`src/rtl/idec_pkg.sv`:
```
package idec_pkg;
  localparam int WORD_W  = 16;
  localparam int OPC_W   = 5;
  localparam int FLDB_W  = 5;
  localparam int FLDA_W  = 6;
  localparam int RIDX_W  = 3;
  localparam int MODE_W  = 4;
  localparam int CNT_W   = 2;

  typedef enum logic [MODE_W-1:0] {
    MD_REG  = 4'd0,
    MD_RIND = 4'd1,
    MD_ROFS = 4'd2,
    MD_PUSH = 4'd3,
    MD_POP  = 4'd4,
    MD_PEEK = 4'd5,
    MD_PICK = 4'd6,
    MD_SP   = 4'd7,
    MD_PC   = 4'd8,
    MD_EX   = 4'd9,
    MD_MABS = 4'd10,
    MD_LITW = 4'd11,
    MD_LITI = 4'd12,
    MD_NONE = 4'd15
  } opnd_mode_e;

  typedef struct packed {
    opnd_mode_e          mode;
    logic [RIDX_W-1:0]   ridx;
    logic                extra;
    logic                wr;
  } opnd_t;

  typedef struct packed {
    logic                spec;
    logic [OPC_W-1:0]    opc;
    logic                illegal;
    opnd_t               a;
    logic [WORD_W-1:0]   lit;
    opnd_t               b;
    logic [CNT_W-1:0]    bofs;
    logic [CNT_W-1:0]    len;
    logic [CNT_W-1:0]    cyc;
  } dec_t;
endpackage

```
`src/rtl/opnd_field_dec.sv`:
```
module opnd_field_dec
  import idec_pkg::*;
#(
  parameter int CODE_W = 6,
  parameter bit IS_B   = 1'b0
) (
  input  logic [CODE_W-1:0] code,
  input  logic              active,
  output opnd_t             info
);
  localparam int EXT_W = 8;
  localparam logic [EXT_W-1:0] SHORT_BASE = 8'h20;
  localparam logic [EXT_W-1:0] LITW_CODE  = 8'h1f;
  localparam logic [EXT_W-1:0] STACK_BASE = 8'h18;

  logic [EXT_W-1:0] ext;
  assign ext = {{(EXT_W-CODE_W){1'b0}}, code};

  always_comb begin
    info.mode  = MD_NONE;
    info.ridx  = '0;
    info.extra = 1'b0;
    info.wr    = 1'b0;
    if (active) begin
      info.wr = (ext < LITW_CODE);
      if (ext < STACK_BASE) info.ridx = ext[RIDX_W-1:0];
      if (ext >= SHORT_BASE) begin
        info.mode = MD_LITI;
      end else begin
        case (ext[4:3])
          2'd0: info.mode = MD_REG;
          2'd1: info.mode = MD_RIND;
          2'd2: begin info.mode = MD_ROFS; info.extra = 1'b1; end
          default: begin
            case (ext[2:0])
              3'd0: info.mode = IS_B ? MD_PUSH : MD_POP;
              3'd1: info.mode = MD_PEEK;
              3'd2: begin info.mode = MD_PICK; info.extra = 1'b1; end
              3'd3: info.mode = MD_SP;
              3'd4: info.mode = MD_PC;
              3'd5: info.mode = MD_EX;
              3'd6: begin info.mode = MD_MABS; info.extra = 1'b1; end
              default: begin info.mode = MD_LITW; info.extra = 1'b1; end
            endcase
          end
        endcase
      end
    end
  end

  // a constant-valued operand must never be reported writable
  always_comb begin
    if (info.mode == MD_LITW || info.mode == MD_LITI)
      a_r7_const_readonly: assert (!info.wr);
  end
endmodule

```
`src/rtl/op_class.sv`:
```
module op_class
  import idec_pkg::*;
(
  input  logic [WORD_W-1:0] word,
  output logic              spec,
  output logic [OPC_W-1:0]  opc,
  output logic              illegal
);
  logic [OPC_W-1:0] low_f, mid_f;
  assign low_f = word[OPC_W-1:0];
  assign mid_f = word[OPC_W+FLDB_W-1:OPC_W];

  always_comb begin
    spec    = (low_f == '0);
    opc     = spec ? mid_f : low_f;
    illegal = 1'b0;
    if (spec) begin
      case (mid_f)
        5'h01, 5'h08, 5'h09, 5'h0a, 5'h0b, 5'h0c,
        5'h10, 5'h11, 5'h12: illegal = 1'b0;
        default:             illegal = 1'b1;
      endcase
    end else begin
      case (low_f)
        5'h18, 5'h19, 5'h1c, 5'h1d: illegal = 1'b1;
        default:                    illegal = 1'b0;
      endcase
    end
  end
endmodule

```
`src/rtl/len_calc.sv`:
```
module len_calc
  import idec_pkg::*;
(
  input  logic             a_x,
  input  logic             b_x,
  output logic [CNT_W-1:0] len,
  output logic [CNT_W-1:0] cyc,
  output logic [CNT_W-1:0] bofs
);
  always_comb begin
    cyc  = CNT_W'(a_x) + CNT_W'(b_x);
    len  = cyc + CNT_W'(1);
    bofs = b_x ? (CNT_W'(1) + CNT_W'(a_x)) : '0;
  end
endmodule

```
`src/rtl/instr_decoder.sv`:
```
module instr_decoder
  import idec_pkg::*;
#(
  parameter bit REG_OUT = 1'b1
) (
  input  logic              clk,
  input  logic              rst_n,
  input  logic              load_en,
  input  logic [15:0]       instr_word,
  output logic              is_special,
  output logic [4:0]        opcode,
  output logic              illegal,
  output logic [3:0]        a_mode,
  output logic [2:0]        a_reg,
  output logic              a_extra,
  output logic              a_writable,
  output logic [15:0]       a_literal,
  output logic [3:0]        b_mode,
  output logic [2:0]        b_reg,
  output logic              b_extra,
  output logic              b_writable,
  output logic [1:0]        b_word_ofs,
  output logic [1:0]        instr_len,
  output logic [1:0]        lookup_cycles
);
  localparam int A_LSB = OPC_W + FLDB_W;
  localparam int B_LSB = OPC_W;
  localparam logic [WORD_W-1:0] LIT_BIAS = WORD_W'(33);

  dec_t d;
  dec_t q;

  op_class u_cls (
    .word    (instr_word),
    .spec    (d.spec),
    .opc     (d.opc),
    .illegal (d.illegal)
  );

  opnd_field_dec #(.CODE_W(FLDA_W), .IS_B(1'b0)) u_fa (
    .code   (instr_word[A_LSB+FLDA_W-1:A_LSB]),
    .active (1'b1),
    .info   (d.a)
  );

  opnd_field_dec #(.CODE_W(FLDB_W), .IS_B(1'b1)) u_fb (
    .code   (instr_word[B_LSB+FLDB_W-1:B_LSB]),
    .active (!d.spec),
    .info   (d.b)
  );

  assign d.lit = (d.a.mode == MD_LITI)
               ? ({{(WORD_W-FLDA_W){1'b0}}, instr_word[A_LSB+FLDA_W-1:A_LSB]} - LIT_BIAS)
               : '0;

  len_calc u_len (
    .a_x  (d.a.extra),
    .b_x  (d.b.extra),
    .len  (d.len),
    .cyc  (d.cyc),
    .bofs (d.bofs)
  );

  generate
    if (REG_OUT) begin : g_reg
      logic [1:0] rsync;
      logic       srst_n;
      dec_t       q_nxt;

      always_ff @(posedge clk or negedge rst_n) begin
        if (!rst_n) rsync <= 2'b00;
        else        rsync <= {rsync[0], 1'b1};
      end
      assign srst_n = rsync[1];

      always_comb begin
        q_nxt = q;
        if (load_en) q_nxt = d;
      end

      always_ff @(posedge clk or negedge rst_n) begin
        if (!rst_n)       q <= '0;
        else if (!srst_n) q <= '0;
        else              q <= q_nxt;
      end

      // a stage that is not enabled keeps every field
      a_r12_hold: assert property (@(posedge clk) disable iff (!srst_n)
        !load_en |=> $stable(q));
      // special words carry no b operand
      a_r10_spec_no_b: assert property (@(posedge clk) disable iff (!srst_n)
        q.spec |-> (q.b.mode == MD_NONE && !q.b.extra && !q.b.wr));
      // expanded inline constants lie in -1..30
      a_r6_lit_range: assert property (@(posedge clk) disable iff (!srst_n)
        (q.a.mode == MD_LITI) |-> (q.lit == 16'hffff || q.lit <= 16'd30));
      // special opcode zero is never a valid instruction
      a_r11_spec_zero: assert property (@(posedge clk) disable iff (!srst_n)
        (q.spec && q.opc == '0) |-> q.illegal);
      // length and cost stay one word apart
      a_r9_len_cost: assert property (@(posedge clk) disable iff (!srst_n)
        (q.len != '0) |-> (q.len == q.cyc + 2'd1));
    end else begin : g_comb
      assign q = d;
    end
  endgenerate

  assign is_special    = q.spec;
  assign opcode        = q.opc;
  assign illegal       = q.illegal;
  assign a_mode        = q.a.mode;
  assign a_reg         = q.a.ridx;
  assign a_extra       = q.a.extra;
  assign a_writable    = q.a.wr;
  assign a_literal     = q.lit;
  assign b_mode        = q.b.mode;
  assign b_reg         = q.b.ridx;
  assign b_extra       = q.b.extra;
  assign b_writable    = q.b.wr;
  assign b_word_ofs    = q.bofs;
  assign instr_len     = q.len;
  assign lookup_cycles = q.cyc;
endmodule

```
`config.mk`:
```
export PLATFORM = sky130hd
export DESIGN_NAME = instr_decoder
export DESIGN_NICKNAME = d
export VERILOG_FILES = /design/src/rtl/idec_pkg.sv /design/src/rtl/opnd_field_dec.sv /design/src/rtl/op_class.sv /design/src/rtl/len_calc.sv /design/src/rtl/instr_decoder.sv
export SDC_FILE = /design/constraint.sdc
export NUM_CORES = 1
export LEC_CHECK = 0
export CORE_AREA = 2 2 69 71
export CTS_CLUSTER_SIZE = 10
export DETAILED_ROUTE_END_ITERATION = 10
export DIE_AREA = 0 0 71 73
export GPL_ROUTABILITY_DRIVEN = 0
export PLACE_DENSITY = 0.84
export SYNTH_ARGS = -nofsm -noshare
export SYNTH_HDL_FRONTEND = slang
export SYNTH_HIERARCHICAL = 1
export SYNTH_SLANG_ARGS = --single-unit
```
`constraint.sdc`:
```
create_clock -name clk -period 1.35 [get_ports clk]
set_input_delay 0.2025 -clock clk [delete_from_list [all_inputs] [get_ports clk]]
set_output_delay 0.2025 -clock clk [all_outputs]
set_load 0.1 [all_outputs]
```
# [Word-level counts from Yosys, hierarchy flattened]
# Memory sizes are Yosys's and may differ from the RTL's.
# Index checks and enable logic that the tools add are counted.
[classes] n_addsub=4 n_lt_le_gt_ge=6 eq_ne=22 mux=22 reduce_logical=10
[op_table] op="two-way mux 47 bit" n=2
[op_table] op="one-hot mux 4 bit (7 select lines)" n=2
[op_table] op="one-hot mux 4 bit (3 select lines)" n=2
[op_table] op="== test 5 bit, second input constant" n=4
[op_table] op="== test 3 bit, second input constant" n=6
[op_table] op="two-way mux 16 bit" n=1
[op_table] op="== test 3 x 2 -> 1 bit, second input constant" n=4
[op_table] op="< comparator 6 x 5 -> 1 bit, second input constant" n=2
[op_table] op="< comparator 5 bit, second input constant" n=2
[op_table] op="OR reduction 5 bit" n=2
[op_table] op="two-way mux 9 bit" n=1
[op_table] op="two-way mux 4 bit" n=2
[op_table] op="subtractor 6 x 6 -> 7 bit, second input constant" n=1
[op_table] op="== test 3 x 1 -> 1 bit, second input constant" n=2
[op_table] op=">= comparator 5 x 6 -> 1 bit, second input constant" n=1
[op_table] op=">= comparator 6 bit, second input constant" n=1
[op_table] op="zero test 3 bit" n=2
[op_table] op="two-way mux 1 bit" n=6
[op_table] op="two-way mux 3 bit" n=2
[op_table] op="zero test 5 bit" n=1
[op_table] op="two-way mux 5 bit" n=1
[op_table] op="== test 2 x 1 -> 1 bit, second input constant" n=2
[op_table] op="== test 2 bit, second input constant" n=2
[op_table] op="== test 4 bit, second input constant" n=1
[op_table] op="other kinds (9)" n=12
[word_totals] regBits=49 rom_bits=32 in_bits=19 output_inout_bits=47 word_cells=81 n_memories=1
[mem_list] memory="(name not given)" depth=32 width=1 rd=1 rd_ports_with_merged_regs=0 write_ports=0 line="op_class.sv:18" source="case (mid_f)"

# [Longest topological paths before layout]
[logic_depth] word_depth=10 mapped_depth=10 mapped_depth_nobuf=10

# [Hierarchy]
# Netlist, hierarchy kept.
[modules_own_cells] mod="instr_decoder" n_inst=1 cells_per_inst=149 area_per_inst_um2=1788.0 seq_area_each_um2=1001.0
[modules_own_cells] mod="opnd_field_dec (u_fa)" n_inst=1 cells_per_inst=20 area_per_inst_um2=131.4 seq_area_each_um2=0.0
[modules_own_cells] mod="op_class" n_inst=1 cells_per_inst=15 area_per_inst_um2=123.9 seq_area_each_um2=0.0
[modules_own_cells] mod="opnd_field_dec (u_fb)" n_inst=1 cells_per_inst=20 area_per_inst_um2=112.6 seq_area_each_um2=0.0
[modules_own_cells] mod="len_calc" n_inst=1 cells_per_inst=8 area_per_inst_um2=60.1 seq_area_each_um2=0.0

# [Worst setup path after synthesis]
# Ideal clock, no wire load.
[synth_timing] kind="input port to flip-flop" startpoint="input port instr_word[1]" endpoint="register q (netlist bit lookup_cycles[1])" setup_time_ns=0.124 arrival_ns=1.646 t_required_ns=1.226 setup_slack_ns=-0.420 stages=9 path_buffers=1 path_cell_list="or4_4 nor2_8 inv_1 nand2_1 a21oi_1 ha_1 buf_4 mux2i_1 nor2b_1"
[synth_rtl] item="start: declaration" line="instr_decoder.sv:9" source="input logic [15:0] instr_word,"
[synth_rtl] item="end signal: assignment" line="instr_decoder.sv:84" source="else q <= q_nxt;"
[synth_rtl] item="end: declaration" line="instr_decoder.sv:31" source="dec_t q;"

==> impl_metrics.env <==
export IMPL_status="finished, violations left"
export IMPL_violations="setup timing"
export IMPL_cp_data_required_time_ns=1.54
export IMPL_cp_end_kind="register"
export IMPL_layout_setup_ws_ns=-0.133
export IMPL_syn_avg_cell_area_um2=10.5
export IMPL_max_vdd_ir_drop_v=0.000672
export IMPL_via_count=1961
export IMPL_fin_skew_ns=0.00516
export IMPL_synthFlopType="dfrtp_1"
export IMPL_synth_edf_count=0
export IMPL_avgRoutedWirePerCell_um=17.5
export IMPL_drt_total_wl_um=6460
export IMPL_dpl_cell_area_um2=3620
export IMPL_finalWorstPathRequiredPeriod_ns=1.48
export IMPL_post_dp_hpwl_um=4300
export IMPL_path_class="in -> reg"
export IMPL_yosysWarnings=6
export IMPL_multi_input_area_um2=1140
export IMPL_p_leak_nw=1.85
export IMPL_buffer_ports_inserted=65
export IMPL_crit_slowest_cell="or4_4"
export IMPL_total_power_mw=3.38
export IMPL_grt_use_total=0.263
export IMPL_arrival_ns=1.67
export IMPL_maxCapViolCount=0
export IMPL_cts_buffer_depth=2
export IMPL_rsz0062_at_grt="yes"
export IMPL_num_fill_cells=210
export IMPL_final_max_slew_viol_count=0
export IMPL_area_delta_synth_final_pct=72.8
export IMPL_synth_cell_types=40
export IMPL_coreArea_um2=4540
export IMPL_cp_cell_sequence="buf_6 -> or4_4 -> nor2_8 -> inv_4 -> nand2_4 -> a21oi_4 -> inv_2 -> ha_4 -> mux2i_2 -> nor2b_1"
export IMPL_largest_reg_flops=7
export IMPL_cts_buffers=5
export IMPL_overflow=0
export IMPL_synth_area_leader_cell="dfrtp_1"
export IMPL_finalCritPeriodShare=1.10
export IMPL_critPathMaxFanout=4
export IMPL_setup_viol=10
export IMPL_drive_above_1_share=0.432
export IMPL_grt_max_degree=32
export IMPL_drc=0
export IMPL_initialDrtViolationCount=107
export IMPL_hold_viol=0
export IMPL_yosys_top_cells_count="dfrtp_1, nor2b_1, mux2i_1"
export IMPL_syn_inst=212
export IMPL_grt_pass1_wl_um=10400
export IMPL_antenna_found_initial=0
export IMPL_fp_dieH_um=73
export IMPL_ys_seq_elements=40
export IMPL_rows=25
export IMPL_drt_pass1_iterations=4
export IMPL_finalInstanceArea_um2=3830
export IMPL_fmax_mhz=674
export IMPL_power_per_cell_area_nw_per_um2=882
export IMPL_cts_tree="yes"
export IMPL_antenna_left=0
export IMPL_cpPeakStageDelay_ns=0.58
export IMPL_dieWidth_um=71
export IMPL_insertion_delay_ns=0.29
export IMPL_synth_most_common_cell="dfrtp_1"
export IMPL_synth_area_leaders="dfrtp_1, mux2i_1, nor2b_1"
export IMPL_yosys_area_top_type_share=0.452
export IMPL_cts_max_level=2
export IMPL_cts_sinks=40
export IMPL_antenna_cells=0
export IMPL_synth_seq_area_share=0.452
export IMPL_root_buffer="clkbuf_8"
export IMPL_dieArea_um2=5180
export IMPL_async_reset_ff_frac=1.00
export IMPL_nets=337
export IMPL_syn_area_um2=2220
export IMPL_worstSetupStartpointType="primary input"
export IMPL_initial_utilization=0.489
export IMPL_path_clk_slew_ns=0.08
export IMPL_io_pins=66
export IMPL_regArea_um2=1000
export IMPL_setup_tns_ns=-0.644
export IMPL_grt_pass1_vias=2111
export IMPL_viasPerCell=5.31
export IMPL_min_path_type="in -> async"
[worst paths after layout]
kind	depth (start not counted)	endpoint	from	slack, ns
max reg2reg	4	a_literal[4]	g_reg.rsync[1]	0.29
max	10	lookup_cycles[0]	instr_word[1]	-0.13
min in group clk	0	g_reg.rsync[1]	g_reg.rsync[0]	0.37
min reg2reg	0	g_reg.rsync[1]	g_reg.rsync[0]	0.37
min	2	b_word_ofs[1]	rst_n	0.33
max in group asynchronous	3	opcode[0]	rst_n	0.59
[repair_timing]
item | 4_1_cts | 5_1_grt
pin swaps | 9 | 8
endpoints found under the hold margin | 9 | 0
resized for setup | 45 | 14
setup endpoints to repair | 30 | 19
hold buffers | 1 | 0
buffers inserted | 5 | 1
[critical path, delay by kind of cell]
kind	cells	cell delay, ns
adder cells (fa/ha/maj)	1	0.20
AO/OA/AOI/OAI	1	0.05
buffers and inverters	3	0.24
AND/OR/NAND/NOR	4	0.85
multiplexers	1	0.14
[through the flow]
step / util / cells / setup WS (ns) / hold slack, ns
finish: 0.844 / 369 / -0.133 / 0.326
global placement: 0.799 / 355 / -0.707 / 0.0741
detailed placement: 0.799 / 355 / -0.823 / 0.0776
CTS: 0.841 / 368 / -0.0911 / 0.327
global route: 0.844 / 369 / -0.142 / 0.351
floorplan: - / 215 / -0.334 / -0.0931
[layout make-up]
cell class | count | area share
sequential | 40 | 0.262
tap | 54 | 0.0176
inverter | 12 | 0.0124
clock buffer | 6 | 0.0190
timing repair buffer | 109 | 0.382
clock inverter | 2 | 0.00915
multi-input combinational | 146 | 0.298
[power breakdown]
| group | internal (mW) | switching [mW] | total, mW | leakage (nW) |
|---|---|---|---|---|
| clock network | 0.549 | 0.425 | 0.973 | 0.0552 |
| logic | 0.444 | 0.655 | 1.10 | 1.26 |
| registers | 1.25 | 0.0586 | 1.31 | 0.536 |
| total | 2.24 | 1.14 | 3.38 | 1.85 |
[cells by family after synthesis]
kind of cell / after synthesis / synth area share
and+or+nand+nor: 72 / 0.204
DFF: 40 / 0.452
AOI/OAI and AO/OA: 32 / 0.0994
muxes: 31 / 0.140
buffers and inverters: 29 / 0.0683
adders and majority gates: 4 / 0.0226
xor gates and xnor gates: 3 / 0.0119
other: 1 / 0.00169
[placed cells by master, fill, tap and decap left out, drive strengths merged, types with 2 or more instances in the layout]
cell          instances
conb                  4
clkbuf                9
dlymetal6s2s          2
and3                  4
o31ai                 2
dfrtp                40
and2                  3
nor2                  4
o21ai                13
nand2                11
ha                    4
nand2b                4
inv                  12
nand3                 2
buf                  95
mux2i                31
a21boi                2
a21o                  7
a21oi                 4
nor2b                37
xnor2                 2
dlygate4sd2           6
[layer usage]
metal | vias up | wire length (um) | track usage
li1 | 900 | - | -
met1 | 960 | 2540 | 0.304
met2 | 76 | 3430 | 0.468
met3 | 25 | 259 | 0.0566
met4 | 0 | 231 | 0.119
met5 | - | 0 | 0
Power figures use the tool's default switching activity.
